### config.mk
export PLATFORM = sky130hd
export DESIGN_NAME = tx4b5b_encoder
export DESIGN_NICKNAME = d
export VERILOG_FILES = /design/src/rtl/tx4b5b_pkg.sv /design/src/rtl/tx4b5b_symclk.sv /design/src/rtl/tx4b5b_framer.sv /design/src/rtl/tx4b5b_serial.sv /design/src/rtl/tx4b5b_encoder.sv
export SDC_FILE = /design/constraint.sdc
export NUM_CORES = 1
export LEC_CHECK = 0
export BUFFER_PORTS_ARGS = -buffer_cell sky130_fd_sc_hd__buf_2
export CORE_UTILIZATION = 35
export CTS_CLUSTER_DIAMETER = 40
export DETAILED_ROUTE_END_ITERATION = 10
export PLACE_DENSITY_LB_ADDON = 0.08
export SYNTH_ARGS = -nofsm -noshare
export SYNTH_HDL_FRONTEND = slang
export SYNTH_HIERARCHICAL = 1
export SYNTH_SLANG_ARGS = --single-unit
### constraint.sdc
create_clock -name clk -period 3.8 [get_ports clk]
set_clock_uncertainty 0.15 [all_clocks]
set_input_delay 0.95 -clock clk [delete_from_list [all_inputs] [get_ports clk]]
set_output_delay 0.95 -clock clk [all_outputs]
set_load 0.05 [all_outputs]
### src/rtl/tx4b5b_pkg.sv
// Shared constants and code-group lookup for the 4B/5B transmit encoder.
// Assumes the fixed 5-bit code-group alphabet of 100 Mb/s block coding.
package tx4b5b_pkg;
    localparam int NIB_W = 4;
    localparam int CG_W  = 5;
    localparam int PH_W  = $clog2(CG_W);

    localparam logic [CG_W-1:0] CG_I = 5'b11111;
    localparam logic [CG_W-1:0] CG_J = 5'b11000;
    localparam logic [CG_W-1:0] CG_K = 5'b10001;
    localparam logic [CG_W-1:0] CG_T = 5'b01101;
    localparam logic [CG_W-1:0] CG_R = 5'b00111;
    localparam logic [CG_W-1:0] CG_H = 5'b00100;

    typedef enum logic [1:0] {
        FS_QUIET = 2'd0,
        FS_SOF2  = 2'd1,
        FS_BODY  = 2'd2,
        FS_EOF2  = 2'd3
    } frm_state_t;

    // Data nibble to code-group mapping.
    function automatic logic [CG_W-1:0] nib_code(input logic [NIB_W-1:0] n);
        logic [CG_W-1:0] c;
        case (n)
            4'h0: c = 5'b11110;
            4'h1: c = 5'b01001;
            4'h2: c = 5'b10100;
            4'h3: c = 5'b10101;
            4'h4: c = 5'b01010;
            4'h5: c = 5'b01011;
            4'h6: c = 5'b01110;
            4'h7: c = 5'b01111;
            4'h8: c = 5'b10010;
            4'h9: c = 5'b10011;
            4'hA: c = 5'b10110;
            4'hB: c = 5'b10111;
            4'hC: c = 5'b11010;
            4'hD: c = 5'b11011;
            4'hE: c = 5'b11100;
            default: c = 5'b11101;
        endcase
        return c;
    endfunction
endpackage

### src/rtl/tx4b5b_symclk.sv
// Symbol phase counter: counts bit-clock cycles within one code-group
// and flags the last one. Assumes one code-group spans CG_W cycles.
module tx4b5b_symclk
    import tx4b5b_pkg::*;
(
    input  logic            clk,
    input  logic            rst_n,
    output logic [PH_W-1:0] phase,
    output logic            tick
);
    localparam logic [PH_W-1:0] PH_LAST = PH_W'(CG_W - 1);

    // Advance the phase, wrapping at the end of a code-group.
    always_ff @(posedge clk) begin
        if (!rst_n)             phase <= '0;
        else if (phase == PH_LAST) phase <= '0;
        else                    phase <= phase + 1'b1;
    end

    // Boundary flag for the last bit of each code-group.
    always_comb tick = (phase == PH_LAST);

    // the boundary flag is never high on two consecutive cycles.
    assert_tick_single_R7: assert property (@(posedge clk) disable iff (!rst_n)
        tick |=> !tick);
    // the phase never leaves its legal range.
    assert_phase_range_R7: assert property (@(posedge clk) disable iff (!rst_n)
        phase <= PH_LAST);
endmodule

### src/rtl/tx4b5b_framer.sv
// Frame sequencer: turns the qualified nibble stream into code-groups,
// inserting idle, J/K, T/R and H. Assumes inputs are stable when tick is high.
module tx4b5b_framer
    import tx4b5b_pkg::*;
(
    input  logic             clk,
    input  logic             rst_n,
    input  logic             tick,
    input  logic [NIB_W-1:0] txd,
    input  logic             tx_en,
    input  logic             tx_er,
    output logic [CG_W-1:0]  code
);
    frm_state_t      st, st_nx;
    logic [CG_W-1:0] code_nx;

    // Choose the next state and code-group from the current state and inputs.
    always_comb begin
        st_nx   = st;
        code_nx = CG_I;
        case (st)
            FS_QUIET: begin
                if (tx_en) begin
                    code_nx = CG_J;
                    st_nx   = FS_SOF2;
                end
            end
            FS_SOF2: begin
                code_nx = CG_K;
                st_nx   = FS_BODY;
            end
            FS_BODY: begin
                if (!tx_en) begin
                    code_nx = CG_T;
                    st_nx   = FS_EOF2;
                end else if (tx_er) begin
                    code_nx = CG_H;
                end else begin
                    code_nx = nib_code(txd);
                end
            end
            default: begin
                code_nx = CG_R;
                st_nx   = FS_QUIET;
            end
        endcase
    end

    // Commit state and code-group on each symbol boundary.
    always_ff @(posedge clk) begin
        if (!rst_n) begin
            st   <= FS_QUIET;
            code <= CG_I;
        end else if (tick) begin
            st   <= st_nx;
            code <= code_nx;
        end
    end

    // the code-group only changes right after a boundary.
    assert_code_hold_R7: assert property (@(posedge clk) disable iff (!rst_n)
        !tick |=> $stable(code));
    // K always follows J.
    assert_k_after_j_R3: assert property (@(posedge clk) disable iff (!rst_n)
        (tick && code == CG_J) |=> code == CG_K);
    // R always follows T.
    assert_r_after_t_R6: assert property (@(posedge clk) disable iff (!rst_n)
        (tick && code == CG_T) |=> code == CG_R);
    // after R only idle or a new start delimiter may follow.
    assert_quiet_after_r_R6: assert property (@(posedge clk) disable iff (!rst_n)
        (tick && code == CG_R) |=> (code == CG_I || code == CG_J));
    // idle is followed by idle or J only.
    assert_idle_next_R2: assert property (@(posedge clk) disable iff (!rst_n)
        (tick && code == CG_I) |=> (code == CG_I || code == CG_J));
endmodule

### src/rtl/tx4b5b_serial.sv
// Serial tap: selects one code-group bit per bit-clock cycle, MSB first.
// Assumes the code-group is held for the whole symbol period.
module tx4b5b_serial
    import tx4b5b_pkg::*;
(
    input  logic            clk,
    input  logic            rst_n,
    input  logic            tick,
    input  logic [PH_W-1:0] phase,
    input  logic [CG_W-1:0] code,
    output logic            bit_o
);
    logic [PH_W-1:0] idx;

    // Map the phase to a bit position, highest first.
    always_comb begin
        idx   = PH_W'(CG_W - 1) - phase;
        bit_o = code[idx];
    end

    // the first bit after a boundary is the new code-group's MSB.
    assert_msb_first_R8: assert property (@(posedge clk) disable iff (!rst_n)
        tick |=> bit_o == code[CG_W-1]);
    // the last bit before a boundary is the code-group's LSB.
    assert_lsb_last_R8: assert property (@(posedge clk) disable iff (!rst_n)
        tick |-> bit_o == code[0]);
endmodule

### src/rtl/tx4b5b_encoder.sv
// Top level of the 100 Mb/s transmit code-group encoder: phase counter,
// frame sequencer and serial tap. Assumes one clock, five cycles per symbol.
module tx4b5b_encoder
    import tx4b5b_pkg::*;
(
    input  logic             clk,
    input  logic             rst_n,
    input  logic [NIB_W-1:0] txd,
    input  logic             tx_en,
    input  logic             tx_er,
    output logic             sym_tick,
    output logic [CG_W-1:0]  code_grp,
    output logic             ser_bit
);
    logic [PH_W-1:0] phase;

    tx4b5b_symclk u_symclk (
        .clk   (clk),
        .rst_n (rst_n),
        .phase (phase),
        .tick  (sym_tick)
    );

    tx4b5b_framer u_framer (
        .clk   (clk),
        .rst_n (rst_n),
        .tick  (sym_tick),
        .txd   (txd),
        .tx_en (tx_en),
        .tx_er (tx_er),
        .code  (code_grp)
    );

    tx4b5b_serial u_serial (
        .clk   (clk),
        .rst_n (rst_n),
        .tick  (sym_tick),
        .phase (phase),
        .code  (code_grp),
        .bit_o (ser_bit)
    );
endmodule

==> impl_metrics.toml <==
[synth]
synth_cell_types = 31
yosysTopAreaCell = "dfxtp_1"
synthCells = 78
syn-num-nets = 93
yosysTopAreaCellShare_pct = 30.1
synthTopCellsByArea = "dfxtp_1 30%, ha_1 13%, inv_1 5.6%, nand2_1 3.9%, o221ai_1 3.9%"
ys_async_sr_fraction_pct = 0
synth_warnings = 6
synthFlopType = "dfxtp_1"
synth_area_um2 = 666
syn_avg_cell_area_um2 = 8.53
synth_seq_area_share_pct = 30.1
synth_common_cells = "10 x dfxtp_1, 10 x inv_1, 7 x ha_1, 7 x nand2_1, 6 x nor2_1"
synth_enable_flop_cells = 0
synth-seq-cells = 10

[cts]
cts_max_path_buffers = 2
cts_sinks = 10
insertion_delay_ns = 0.25
cts_setup_buffers = 0
hold_buffers = 0
cts-resized-gates = 0
clk_pin_slew_ns = 0.06
htreeDepth = 1
cts_buffers = 3
root_buffer = "clkbuf_4"
cts_tree = "done"

[power_and_ir_drop]
p_per_area_nw_per_um2 = 309
p_leak_nw = 0.362
ir_worst_vdd_mv = 0.106

[global_routing]
grt_pass1_vias = 529
grt_overflow_total = 0
grt_max_degree = 14
gr-usage-all-layers_pct = 14.8
antenna_found_initial = 0
grt_pass1_wl_um = 2180

[worst_setup_path]
critPathKind = "reg2out"
path_cells = "inv_1, ha_1, mux4_2, mux2_4, buf_2"
r2r_end = "u_framer/code[4]"
startpoint = "u_symclk/phase[0]"
cp-start-kind = "register"
critPathMaxFanout = 5
rrSetupSlack_ns = 2.10
max_stage_delay_ns = 0.41
cp.required_ns = 2.70
regToRegStartpoint = "u_symclk/phase[0]"
r2r_cells = 6
crit_path_end_kind = "output pin"
critPathSlowestCell = "dfxtp_1"
arrival_ns = 1.78

[timing]
finalCriticalPeriod_ns = 2.88
setup-tns-final_ns = 0
fmax_mhz = 347
slew_violations = 0
fin_crit_sh_pct = 75.8
holdWs_ns = 0.350
finalHoldViolCount = 0
setup_viol = 0
worst_slew_pin_slew_ns = 0.443
rsz0062_at_grt = "no"
slew_headroom_pct = 70.4

[drt]
wl_met2_um = 592
vias = 577
initialDrtViolationCount = 11
viasPerCell = 4.89
drc_errors = 0
met1Wirelength_um = 643
drtAntennaViolNets = 0
wire_per_inst_um = 10.9
top_layer = "met4"
totalWireLength_um = 1280
dr_wl_met3_um = 34
dr.pass1.iters = 4

[die]
ioPinCount = 15
num_rows = 15
die-width_um = 45.6
core_um2 = 1750
initial_core_util_pct = 38.1
floorplan.die_area_um2 = 2080
die_h_um = 45.6

[status]
run_status = "complete, no violations"

[placement]
placed_area_um2 = 758
dp_hpwl_um = 1040
portBuffers = 14
place.gp.congestion = 0.746

[finish]
final_nets = 110
seq_area_um2 = 200
diodes = 0
area_growth_pct = 17.3
postLayoutCellArea_um2 = 781
drive_gt1_share_pct = 25.8
fillers = 197
multi_input_area_um2 = 412

[hold_path]
holdPathEnd = "u_framer/st[1]"
min_path_type = "reg2reg"
hold_path_depth = 2
hold_start = "u_framer/st[1]"

[job]
cap_violations = 0
-- power by group --
part | internal [mW] | switching [mW]
logic | 0.0235 | 0.0360
clock network | 0.0364 | 0.0319
registers | 0.109 | 0.00400
total | 0.169 | 0.0719
-- metrics by stage --
step | setup WS, ns | total power [mW] | utilization (%) | std cells
after floorplan | 1.34 | 0.161 | - | 78
after global placement | 1.20 | 0.175 | 43.4 | 115
after detailed placement | 1.18 | 0.176 | 43.4 | 115
after CTS | 0.893 | 0.248 | 44.7 | 118
after global routing | 0.809 | 0.258 | 44.7 | 118
final | 0.919 | 0.241 | 44.7 | 118
-- registers in the layout (all words and copies together), names as in the netlist --
signal	flops
u_framer/code	5
u_symclk/phase	3
u_framer/st	2
-- cells in the final DEF (no fill, tap or decap), types with 2 or more instances in the layout --
master	instances
and3_1	2
buf_2	14
clkbuf_4	3
dfxtp_1	10
ha_1	7
inv_1	10
inv_2	2
mux2i_1	2
nand2_1	7
nand2b_1	2
nor2_1	6
nor2b_1	4
nor3_1	2
o21ai_0	2
o221ai_1	3
o31ai_1	2
-- final cells by class --
type	count	area share, %
sequential	10	25.6
timing repair buffer	14	8.97
multi-input combinational	54	52.7
tap	25	4.01
clock buffer	3	2.88
inverter	12	5.77
-- layer usage --
layer  vias to the layer above  GRT usage [%]
met2                        12           22.9
met5                         -              0
met1                       261           19.2
met3                         2           1.19
li1                        302              -
met4                         0           10.9
-- cells by family after synthesis --
kind of cell | count (synthesis) | share of synthesized area [%]
xor gates and xnor gates | 1 | 1.32
buffers and inverters | 14 | 8.08
adders and majority gates | 7 | 13.2
muxes | 4 | 8.65
DFF | 10 | 30.1
and+or+nand+nor | 29 | 23.1
AOI/OAI and AO/OA | 13 | 15.6
-- critical path: cells and delay by family (launching register included) --
kind	cells	cell delay [ns]
fa+ha+maj	1	0.31
buf+inv	2	0.27
flops	1	0.41
mux	2	0.54
-- worst max path at each step --
| stage | endpoint | cells past startpoint |
|---|---|---|
| after global routing | ser_bit | 5 |
| after floorplan | ser_bit | 4 |
| after detailed placement | ser_bit | 5 |
| after global placement | ser_bit | 5 |
| final | ser_bit | 5 |
| after CTS | ser_bit | 5 |
Note: power is estimated with default switching activity, not from simulation.
